`src/rtl/sdx_pkg.sv`:
```
package sdx_pkg;
  typedef struct packed {
    logic load;
    logic dec;
  } sdxStrobe_t;

  typedef struct packed {
    logic read;
    logic multi;
    logic countEn;
    logic autoStop;
  } sdxCfg_t;
endpackage

```
`src/rtl/sdx_dpath.sv`:
```
module sdx_dpath
  import sdx_pkg::*;
#(
  parameter int CNT_W = 16
) (
  input  logic             clk,
  input  logic             rstN,
  input  sdxStrobe_t       strobe,
  input  sdxCfg_t          cfgIn,
  input  logic [CNT_W-1:0] countIn,
  output sdxCfg_t          cfg,
  output logic [CNT_W-1:0] blkCount,
  output logic             isLast
);
  localparam logic [CNT_W-1:0] ONE = CNT_W'(1);
  localparam logic [CNT_W-1:0] ZERO = '0;

  logic useCount;
  assign useCount = cfg.multi & cfg.countEn;
  assign isLast   = useCount ? (blkCount <= ONE) : ~cfg.multi;

  always_ff @(posedge clk) begin
    if (!rstN) begin
      cfg      <= '0;
      blkCount <= '0;
    end else if (strobe.load) begin
      cfg      <= cfgIn;
      blkCount <= countIn;
    end else if (strobe.dec && blkCount != ZERO) begin
      blkCount <= blkCount - ONE;
    end
  end

  // a new command is never loaded while a block is being counted
  p_load_idle_r7: assert property (@(posedge clk) disable iff (!rstN)
    strobe.load |-> !strobe.dec);
endmodule

```
`src/rtl/sdx_ctrl.sv`:
```
module sdx_ctrl
  import sdx_pkg::*;
(
  input  logic       clk,
  input  logic       rstN,
  input  logic       cmdWrite,
  input  logic       cmdDataPresent,
  input  logic       rspDone,
  input  logic       blkDone,
  input  logic       crcDone,
  input  logic       stopDone,
  input  logic       gapStop,
  input  logic       gapContinue,
  input  sdxCfg_t    cfg,
  input  logic       isLast,
  output sdxStrobe_t strobe,
  output logic       cmdInhibit,
  output logic       datInhibit,
  output logic       readActive,
  output logic       writeActive,
  output logic       autoStopReq,
  output logic       cmdComplete,
  output logic       xferComplete,
  output logic       gapEvent,
  output logic       cmdConflict
);
  logic pendingData, parked, stopPending;
  logic cmdInhibitQ, datInhibitQ;
  logic accept, startXfer, blockEv, resume, endXfer, parkNow;

  assign datInhibit = pendingData | readActive | writeActive | stopPending;
  assign accept     = cmdWrite & ~cmdInhibit
                    & ~(cmdDataPresent & (datInhibit | parked));
  assign startXfer  = rspDone & cmdInhibit & pendingData;
  assign blockEv    = (readActive & blkDone) | (writeActive & crcDone);
  assign endXfer    = blockEv & isLast;
  assign parkNow    = blockEv & ~isLast & gapStop;
  assign resume     = gapContinue & parked & ~gapStop;

  assign strobe.load = accept & cmdDataPresent;
  assign strobe.dec  = blockEv & cfg.multi & cfg.countEn;

  assign autoStopReq  = stopPending;
  assign cmdComplete  = cmdInhibitQ & ~cmdInhibit;
  assign xferComplete = datInhibitQ & ~datInhibit;

  always_ff @(posedge clk) begin
    if (!rstN) begin
      cmdInhibit  <= 1'b0;
      pendingData <= 1'b0;
      readActive  <= 1'b0;
      writeActive <= 1'b0;
      parked      <= 1'b0;
      stopPending <= 1'b0;
      gapEvent    <= 1'b0;
      cmdConflict <= 1'b0;
      cmdInhibitQ <= 1'b0;
      datInhibitQ <= 1'b0;
    end else begin
      cmdInhibitQ <= cmdInhibit;
      datInhibitQ <= datInhibit;
      cmdConflict <= cmdWrite & ~accept;
      gapEvent    <= parkNow;

      if (accept)       cmdInhibit <= 1'b1;
      else if (rspDone) cmdInhibit <= 1'b0;

      if (accept && cmdDataPresent) pendingData <= 1'b1;
      else if (startXfer)           pendingData <= 1'b0;

      if ((startXfer || resume) && cfg.read) readActive <= 1'b1;
      else if (readActive && (endXfer || parkNow)) readActive <= 1'b0;

      if ((startXfer || resume) && !cfg.read) writeActive <= 1'b1;
      else if (writeActive && (endXfer || parkNow)) writeActive <= 1'b0;

      if (parkNow)     parked <= 1'b1;
      else if (resume) parked <= 1'b0;

      if (endXfer && cfg.multi && cfg.autoStop) stopPending <= 1'b1;
      else if (stopDone)                        stopPending <= 1'b0;
    end
  end

  // an accepted command raises the CMD inhibit
  p_inhibit_on_accept_r2: assert property (@(posedge clk) disable iff (!rstN)
    cmdWrite && !cmdInhibit && !cmdDataPresent |=> cmdInhibit);
  // a refused command leaves the inhibit set and completes nothing
  p_conflict_keeps_r3: assert property (@(posedge clk) disable iff (!rstN)
    cmdWrite && cmdInhibit |=> cmdInhibit && cmdConflict && !cmdComplete);
  // the two directions never overlap
  p_rw_exclusive_r5: assert property (@(posedge clk) disable iff (!rstN)
    !(readActive && writeActive));
  // a stop request only follows a multi-block transfer with auto stop
  p_stop_only_multi_r8: assert property (@(posedge clk) disable iff (!rstN)
    autoStopReq |-> cfg.multi && cfg.autoStop);
  // a block-gap event leaves the data side idle
  p_gap_idle_r9: assert property (@(posedge clk) disable iff (!rstN)
    gapEvent |-> !readActive && !writeActive && !datInhibit);
endmodule

```
`src/rtl/sd_xfer_tracker.sv`:
```
module sd_xfer_tracker
  import sdx_pkg::*;
#(
  parameter int CNT_W = 16
) (
  input  logic             clk,
  input  logic             rstN,
  input  logic             cmdWrite,
  input  logic             cmdDataPresent,
  input  logic             cmdRead,
  input  logic             cmdMulti,
  input  logic             cmdCountEn,
  input  logic             cmdAutoStop,
  input  logic [CNT_W-1:0] cmdBlkCount,
  input  logic             rspDone,
  input  logic             blkDone,
  input  logic             crcDone,
  input  logic             stopDone,
  input  logic             gapStop,
  input  logic             gapContinue,
  output logic             cmdInhibit,
  output logic             datInhibit,
  output logic             readActive,
  output logic             writeActive,
  output logic [CNT_W-1:0] blkCount,
  output logic             autoStopReq,
  output logic             cmdComplete,
  output logic             xferComplete,
  output logic             gapEvent,
  output logic             cmdConflict
);
  sdxStrobe_t strobe;
  sdxCfg_t    cfgIn, cfg;
  logic       isLast;

  assign cfgIn = '{read: cmdRead, multi: cmdMulti, countEn: cmdCountEn,
                   autoStop: cmdAutoStop};

  sdx_ctrl ctrl_i (
    .clk(clk), .rstN(rstN), .cmdWrite(cmdWrite), .cmdDataPresent(cmdDataPresent),
    .rspDone(rspDone), .blkDone(blkDone), .crcDone(crcDone), .stopDone(stopDone),
    .gapStop(gapStop), .gapContinue(gapContinue), .cfg(cfg), .isLast(isLast),
    .strobe(strobe), .cmdInhibit(cmdInhibit), .datInhibit(datInhibit),
    .readActive(readActive), .writeActive(writeActive), .autoStopReq(autoStopReq),
    .cmdComplete(cmdComplete), .xferComplete(xferComplete), .gapEvent(gapEvent),
    .cmdConflict(cmdConflict)
  );

  sdx_dpath #(.CNT_W(CNT_W)) dpath_i (
    .clk(clk), .rstN(rstN), .strobe(strobe), .cfgIn(cfgIn), .countIn(cmdBlkCount),
    .cfg(cfg), .blkCount(blkCount), .isLast(isLast)
  );
endmodule

```
`config.mk`:
```
export PLATFORM = sky130hd
export DESIGN_NAME = sd_xfer_tracker
export DESIGN_NICKNAME = d
export VERILOG_FILES = /design/src/rtl/sdx_pkg.sv /design/src/rtl/sdx_dpath.sv /design/src/rtl/sdx_ctrl.sv /design/src/rtl/sd_xfer_tracker.sv
export SDC_FILE = /design/constraint.sdc
export NUM_CORES = 1
export LEC_CHECK = 0
export CAP_MARGIN = 20
export CORE_ASPECT_RATIO = 1.5
export CORE_UTILIZATION = 45
export CTS_CLUSTER_SIZE = 16
export DETAILED_ROUTE_END_ITERATION = 10
export PLACE_DENSITY = 0.85
export SYNTH_ARGS = -nofsm -noshare
export SYNTH_HDL_FRONTEND = slang
export SYNTH_HIERARCHICAL = 1
export SYNTH_SLANG_ARGS = --single-unit
```
`constraint.sdc`:
```
create_clock -name clk -period 2.8 [get_ports clk]
set_input_delay 0.42 -clock clk [delete_from_list [all_inputs] [get_ports clk]]
set_output_delay 0.42 -clock clk [all_outputs]
set_load 0.02 [all_outputs]
```
Word-level counts from Yosys, hierarchy flattened. Index checks and enable logic that the tools add are counted.

Register bits: 30. Output and inout bits: 25. Logic and storage cells: 82.

$add $sub $neg: 1. $lt $le $gt $ge: 1. Multiplexer cells: 15. Bitwise gates (word level): 31. Reduce and logical (&&, ||, !) cells: 19.

Operators with widths (count): 16-bit two-way mux (2); 1-bit bitwise AND (19); 16-bit by 1-bit less-or-equal comparator with 1-bit output (second input constant) (1); 16-bit nonzero test (1); 16-bit by 1-bit subtractor with 16-bit output (second input constant) (1); 2-bit nonzero test (7); 1-bit two-way mux (13); 1-bit logical AND (8); 1-bit NOT (7); 1-bit bitwise OR (5); 1-bit logical OR (2); 1-bit zero test (1).

Depth between registers and ports, before layout. Gate-level depths: netlist of run 1.

Word-level depth: 9. Mapped depth: 8.

By module. Netlist of run 1, hierarchy kept.

By module, submodules not included: sdx_dpath (times used 1, cells an instance 138, area an instance 1173.6 µm²); sdx_ctrl (times used 1, cells an instance 47, area an instance 432.9 µm²).

Worst setup path before layout of run 1. OpenSTA, ideal clock, no wires.

Path type: register to register. Start: reg ctrl_i.readActive. End: reg dpath_i.blkCount[7]. Library setup time: 0.074 ns. Data arrival time: 2.327 ns. Setup slack: 0.399 ns. Stages on the path, launching flop included: 7. Path through: dfxtp_1 -> a22o_1 -> and3_1 -> or3b_1 -> or4_1 -> or4_1 -> a31oi_1.

RTL lines: from (decl) (RTL line sdx_ctrl.sv:19) `output logic readActive,`; from (signal assigned) (RTL line sdx_ctrl.sv:51) `readActive <= 1'b0;`; from (signal assigned) (RTL line sdx_ctrl.sv:71) `if ((startXfer || resume) && cfg.read) readActive <= 1'b1;`; from (signal assigned) (RTL line sdx_ctrl.sv:72) `else if (readActive && (endXfer || parkNow)) readActive <= 1'b0;`; to (signal assigned) (RTL line sdx_dpath.sv:28) `blkCount <= countIn;`; to (signal assigned) (RTL line sdx_dpath.sv:30) `blkCount <= blkCount - ONE;`; to (decl) (RTL line sdx_dpath.sv:12) `output logic [CNT_W-1:0] blkCount,`.

==> results of run 1 <==
==> placed cells by master, fill, tap and decap left out, types with 4 or more instances in the layout <==
cell / instances
dfxtp_1: 30
nor4_1: 5
clkdlybuf4s50_1: 54
a21oi_1: 10
mux2i_1: 4
clkbuf_8: 5
a31oi_1: 8
nand4_1: 5
buf_4: 7
nand2_1: 11
o21ai_0: 19
nor2_1: 12
inv_1: 9
or3_1: 7
nor3_1: 5
==> cell families after synthesis <==
family,count (synthesis),synth area share
AND/OR/NAND/NOR,77,0.3123
XOR/XNOR,1,0.005453
flip-flops,30,0.3738
AO/OA/AOI/OAI,56,0.2235
buffers and inverters,15,0.04439
adder cells (fa/ha/maj),2,0.01557
multiplexers,4,0.02492
==> per-stage QoR <==
| stage | instance area [um2] | utilization | setup WS (ns) | std cells | power, mW |
|---|---|---|---|---|---|
| 6_report | 2293 | 0.6714 | 0.3502 | 289 | 1.115 |
| 5_1_grt | 2293 | 0.6714 | 0.2364 | 289 | 1.170 |
| 4_1_cts | 2293 | 0.6714 | 0.3482 | 289 | 1.124 |
| 3_5_place_dp | 2215 | 0.6484 | 0.04440 | 282 | 0.7923 |
| 3_3_place_gp | 2215 | 0.6484 | 0.1121 | 282 | 0.7877 |
| 2_1_floorplan | 1607 | - | 0.3988 | 185 | 0.6657 |
==> layout make-up <==
class / instances / area (um2)
inverters: 9 / 33.78
flip-flops and latches: 30 / 600.6
clock inverters: 2 / 10.01
multi-input cells: 140 / 934.6
fillers: 299 / 1122
well taps: 42 / 52.55
repair buffers: 61 / 593.1
clock buffers: 5 / 68.82
==> cell usage after synthesis (2+ instances only) <==
master and number:
a311oi_1 2, nand4_1 5, mux2i_1 4, nor4_1 5, nor4_4 2, clkbuf_1 2, nor2_1 12, dfxtp_1 30
a21oi_1 10, inv_1 9, o21ai_0 19, a211o_1 2, or4_4 3, a31oi_1 8, or4_1 3, ha_1 2
nor3b_1 3, or4_2 2, nor3_1 5, o31ai_1 2, and3_1 2, nand2_1 11, nor2b_1 3, or3_1 7
==> final timing paths <==
check	slack [ns]	endpoint	depth (start not counted)	start
hold reg to reg	0.49	ctrl_i/writeActive$_SDFFE_PN0P_	1	dpath_i/cfg[3]$_SDFFE_PN0P_
setup / recovery	0.35	dpath_i/blkCount[7]$_SDFFE_PN0P_	7	blkDone
setup reg to reg	0.47	dpath_i/blkCount[7]$_SDFFE_PN0P_	6	ctrl_i/readActive$_SDFFE_PN0P_
hold / removal	0.49	ctrl_i/writeActive$_SDFFE_PN0P_	1	dpath_i/cfg[3]$_SDFFE_PN0P_
==> where the power goes <==
group          internal, mW  switching (mW)
combinational         0.150           0.145
clock                 0.166           0.166
sequential            0.453          0.0355
==> metal layers <==
layer  GRT usage  share of wire
met1      0.2353           0.38
met2      0.4504           0.54
met3     0.05859          0.051
met4      0.1389          0.023
met5           0              0
==> metrics.cfg, run 1 <==
[grt]
antenna_found_initial=0
grt.total_usage=0.2393
grt_max_degree=25
grt_pass1_wl_um=6831
grt_overflow_total=0
grt_pass1_vias=1641

[route]
avgViaCountPerCell=5.806
ant_nets=0
vias=1678
post_drt_wl_per_cell_um=13.90
dr.pass1.iters=4
drc=0
finalWirelength_um=4018
drtIter0Drc=33

[clock_tree]
cts-root-buf=clkbuf_8
postCtsResizedCells=0
clk_path_buf_depth=2
h-tree-depth=2
post-cts-setup-buffer-count=0
cts_tree=yes
clk_latency_ns=0.29
cts_inserted_buffers=5
ctsHoldBuffers=0
cts.reportedPaths.clkPinSlew_ns=0.06
clock-sinks=30

[synth]
synthTopCellsByArea=dfxtp_1, o21ai_0, a21oi_1
synth_top_cell_by_area=dfxtp_1
syn_inst=185
avgSynthCellArea_um2=8.684
ys_warn_count=6
synth_edf_count=0
async_flop_share=0
yosysSeqAreaShare=0.3738
synth_ff_type=dfxtp_1
ys_ff_latch=30
syn-num-nets=217
synth_top_area_share=0.3738
synth.distinct_cells=56
netlist_area_um2=1607

[run_status]
status=completed

[timing]
holdWs_ns=0.4909
post-route-period-util=0.8749
drv_slew=0
fin_setup_tns_ns=0
relSlewSlack=0.6027
finalCriticalPeriod_ns=2.450
clock_skew_ns=0.006571
fmax_mhz=408.2
final-hold-violation-count=0
setup-violations-final=0
grt_setup_unrepaired=false
tightestPinTransition_ns=0.5883

[critical_path]
critPathLaunchType=primary input
path_class=in2reg
critPathMaxStageDelay_ns=0.45
cp.required_ns=3.02
crit_slowest_cell=clkdlybuf4s50_1
crit_family=simple AND/OR/NAND/NOR gates
worstPathArrival_ns=2.67
crit_top_cell=or4_1
cp-end-kind=flop
path_cells=clkdlybuf4s50_1 -> a22o_1 -> and3_1 -> or3b_1 -> or4_1 -> or4_1 -> a31oi_1
crit_buf_inv=1
cp_max_fo=5

[placed_design]
port_buffers=54
gp_congestion=0.8040
dp_hpwl_um=3097

[finish]
top_register=dpath_i/blkCount
areaGrowthSynthToFinish_pct=42.76
antenna_cells=0
largest_register_ffs=16
drive_gt1_frac=0.1134
nets=279
largestRegisters=dpath_i/blkCount: 16 flops, dpath_i/cfg: 4 flops

[power]
vdd_ir_drop_max_mv=0.3897
p_leak_nw=0.8149
power_density_nw_per_um2=486.1

[floorplan]
num_rows=26
dieWidth_um=50.79
ioPinCount=55
initial_core_util=0.4703
dieHeight_um=75.18
dieArea_um2=3818
core-area_um2=3416

[worst_hold_path]
hold_class=reg2reg

[run]
maxCapViolCount=0

No activity file was read; power rests on OpenSTA's default activity.
==> inputs of run 2 (changes only) <==
CORE_UTILIZATION = 47   (was 45)
CTS_BUF_LIST = sky130_fd_sc_hd__clkbuf_8   (was unset)
PLACE_DENSITY = 0.88   (was 0.85)
==> run 2 against run 1 <==
Net effect:
- worst hold slack better by 0.013 ns
- first-iteration DRC count decreased by 12%
- die area fell by 4.1%
- clock-buffer cell count up 1
- power up 2.4%
- sequential power about the same
- cell area increased by 0.44%
- sequential share of layout area is 0.11 points lower
- global-route usage rose by 0.79 points
- register-to-register slack worse by 0.05 ns
- critical endpoint unchanged
- largest cell class unchanged
- highest routed layer unchanged
- critical path depth did not move
- flip-flop and latch count unchanged
==> metrics.cfg, run 2 (synthesized netlist as in run 1, its figures left out) <==
[floorplan]
dieHeight_um=73.61
core-area_um2=3191
dieArea_um2=3661
num_rows=25
initial_core_util=0.5035
dieWidth_um=49.74
ioPinCount=55

[route]
drtIter0Drc=29
dr.pass1.iters=4
finalWirelength_um=4082
ant_nets=0
vias=1677
avgViaCountPerCell=5.823
drc=0
post_drt_wl_per_cell_um=14.17

[timing]
holdWs_ns=0.5043
finalCriticalPeriod_ns=2.489
final-hold-violation-count=0
grt_setup_unrepaired=false
fin_setup_tns_ns=0
tightestPinTransition_ns=0.5314
clock_skew_ns=0.003919
fmax_mhz=401.8
drv_slew=0
relSlewSlack=0.6411
setup-violations-final=0
post-route-period-util=0.8889

[critical_path]
cp.required_ns=3.01
crit_slowest_cell=clkdlybuf4s50_1
critPathMaxStageDelay_ns=0.46
path_cells=clkdlybuf4s50_1 -> a22o_1 -> and3_1 -> or3b_1 -> or4_1 -> or4_1 -> a31oi_1
path_class=in2reg
critPathLaunchType=primary input
crit_top_cell=or4_1
crit_family=simple AND/OR/NAND/NOR gates
crit_buf_inv=1
r2r_slack_ns=0.42
cp-end-kind=flop
cp_max_fo=5
worstPathArrival_ns=2.70

[finish]
largest_register_ffs=16
finalNonFillerCells=288
top_register=dpath_i/blkCount
areaGrowthSynthToFinish_pct=43.38
design_area_um2=2303
layout_common_cells=clkdlybuf4s50_1, dfxtp_1, o21ai_0
mostFrequentLayoutCell=clkdlybuf4s50_1
largestRegisters=dpath_i/blkCount: 16 flops, dpath_i/cfg: 4 flops
fin_util=0.7220
nets=279
drive_gt1_frac=0.1129
antenna_cells=0

[placed_design]
place_inst=280
placed_area_um2=2212
gp_congestion=0.8988
dp_hpwl_um=2968
port_buffers=54

[clock_tree]
cts.reportedPaths.clkPinSlew_ns=0.06
clock-sinks=30
ctsHoldBuffers=0
cts_tree=yes
cts_inserted_buffers=5
cts-root-buf=clkbuf_8
clk_latency_ns=0.28
h-tree-depth=2
post-cts-setup-buffer-count=0
postCtsResizedCells=0
clk_path_buf_depth=2

[worst_hold_path]
hold_class=reg2reg

[grt]
grt.total_usage=0.2472
grt_pass1_wl_um=6858
grt_pass1_vias=1619
antenna_found_initial=0
grt_max_degree=25
grt_overflow_total=0

[power]
power_density_nw_per_um2=495.8
vdd_ir_drop_max_mv=0.4426
p_leak_nw=0.8235

[run_status]
status=completed

[run]
maxCapViolCount=0

## run 2: worst min-delay path, cell delays in order (launching register included)
cell and delay, ns:
dfxtp_1 0.33, nand4_1 0.07, a21oi_1 0.06
## run 2: report_power, final
group	switching, mW	total [mW]	internal [mW]
sequential	0.0360	0.489	0.453
combinational	0.147	0.297	0.150
clock	0.162	0.356	0.194
total	0.345	1.14	0.797
## run 2: stage by stage
step                power, mW  worst slack [ns]
floorplan              0.6657            0.3988
global placement       0.7884            0.1089
detailed placement     0.7925           0.03051
CTS                     1.149            0.3182
global route            1.201            0.2371
finish                  1.142            0.3111
## run 2: cell type report
type	count	area, um2
clock buffer	6	82.58
clock inverter	2	8.758
fill	256	887.1
inverter	9	33.78
multi-input combinational	140	934.6
sequential	30	600.6
tap	40	50.05
timing repair buffer	61	593.1
## run 2: path summary, 6_finish.rpt
check                                       from                                to  depth (start not counted)
setup / recovery                         crcDone  dpath_i/blkCount[7]$_SDFFE_PN0P_                          7
hold / removal       dpath_i/cfg[2]$_SDFFE_PN0P_   ctrl_i/autoStopReq$_SDFFE_PN0P_                          2
setup reg to reg  ctrl_i/readActive$_SDFFE_PN0P_  dpath_i/blkCount[7]$_SDFFE_PN0P_                          6
hold reg to reg      dpath_i/cfg[2]$_SDFFE_PN0P_   ctrl_i/autoStopReq$_SDFFE_PN0P_                          2
## run 2: layer usage
metal  part of all wire  GRT usage
met2               0.53     0.4685
met5                  0          0
met1               0.40     0.2589
met4              0.021     0.1048
met3              0.053    0.04969
==> inputs of run 3 (changes only) <==
CAP_MARGIN = unset   (was 20)
GPL_ROUTABILITY_DRIVEN = 1   (was unset)
==> results of run 3 <==
No change in the layout: final DEF, timing and power equal those of run 2.
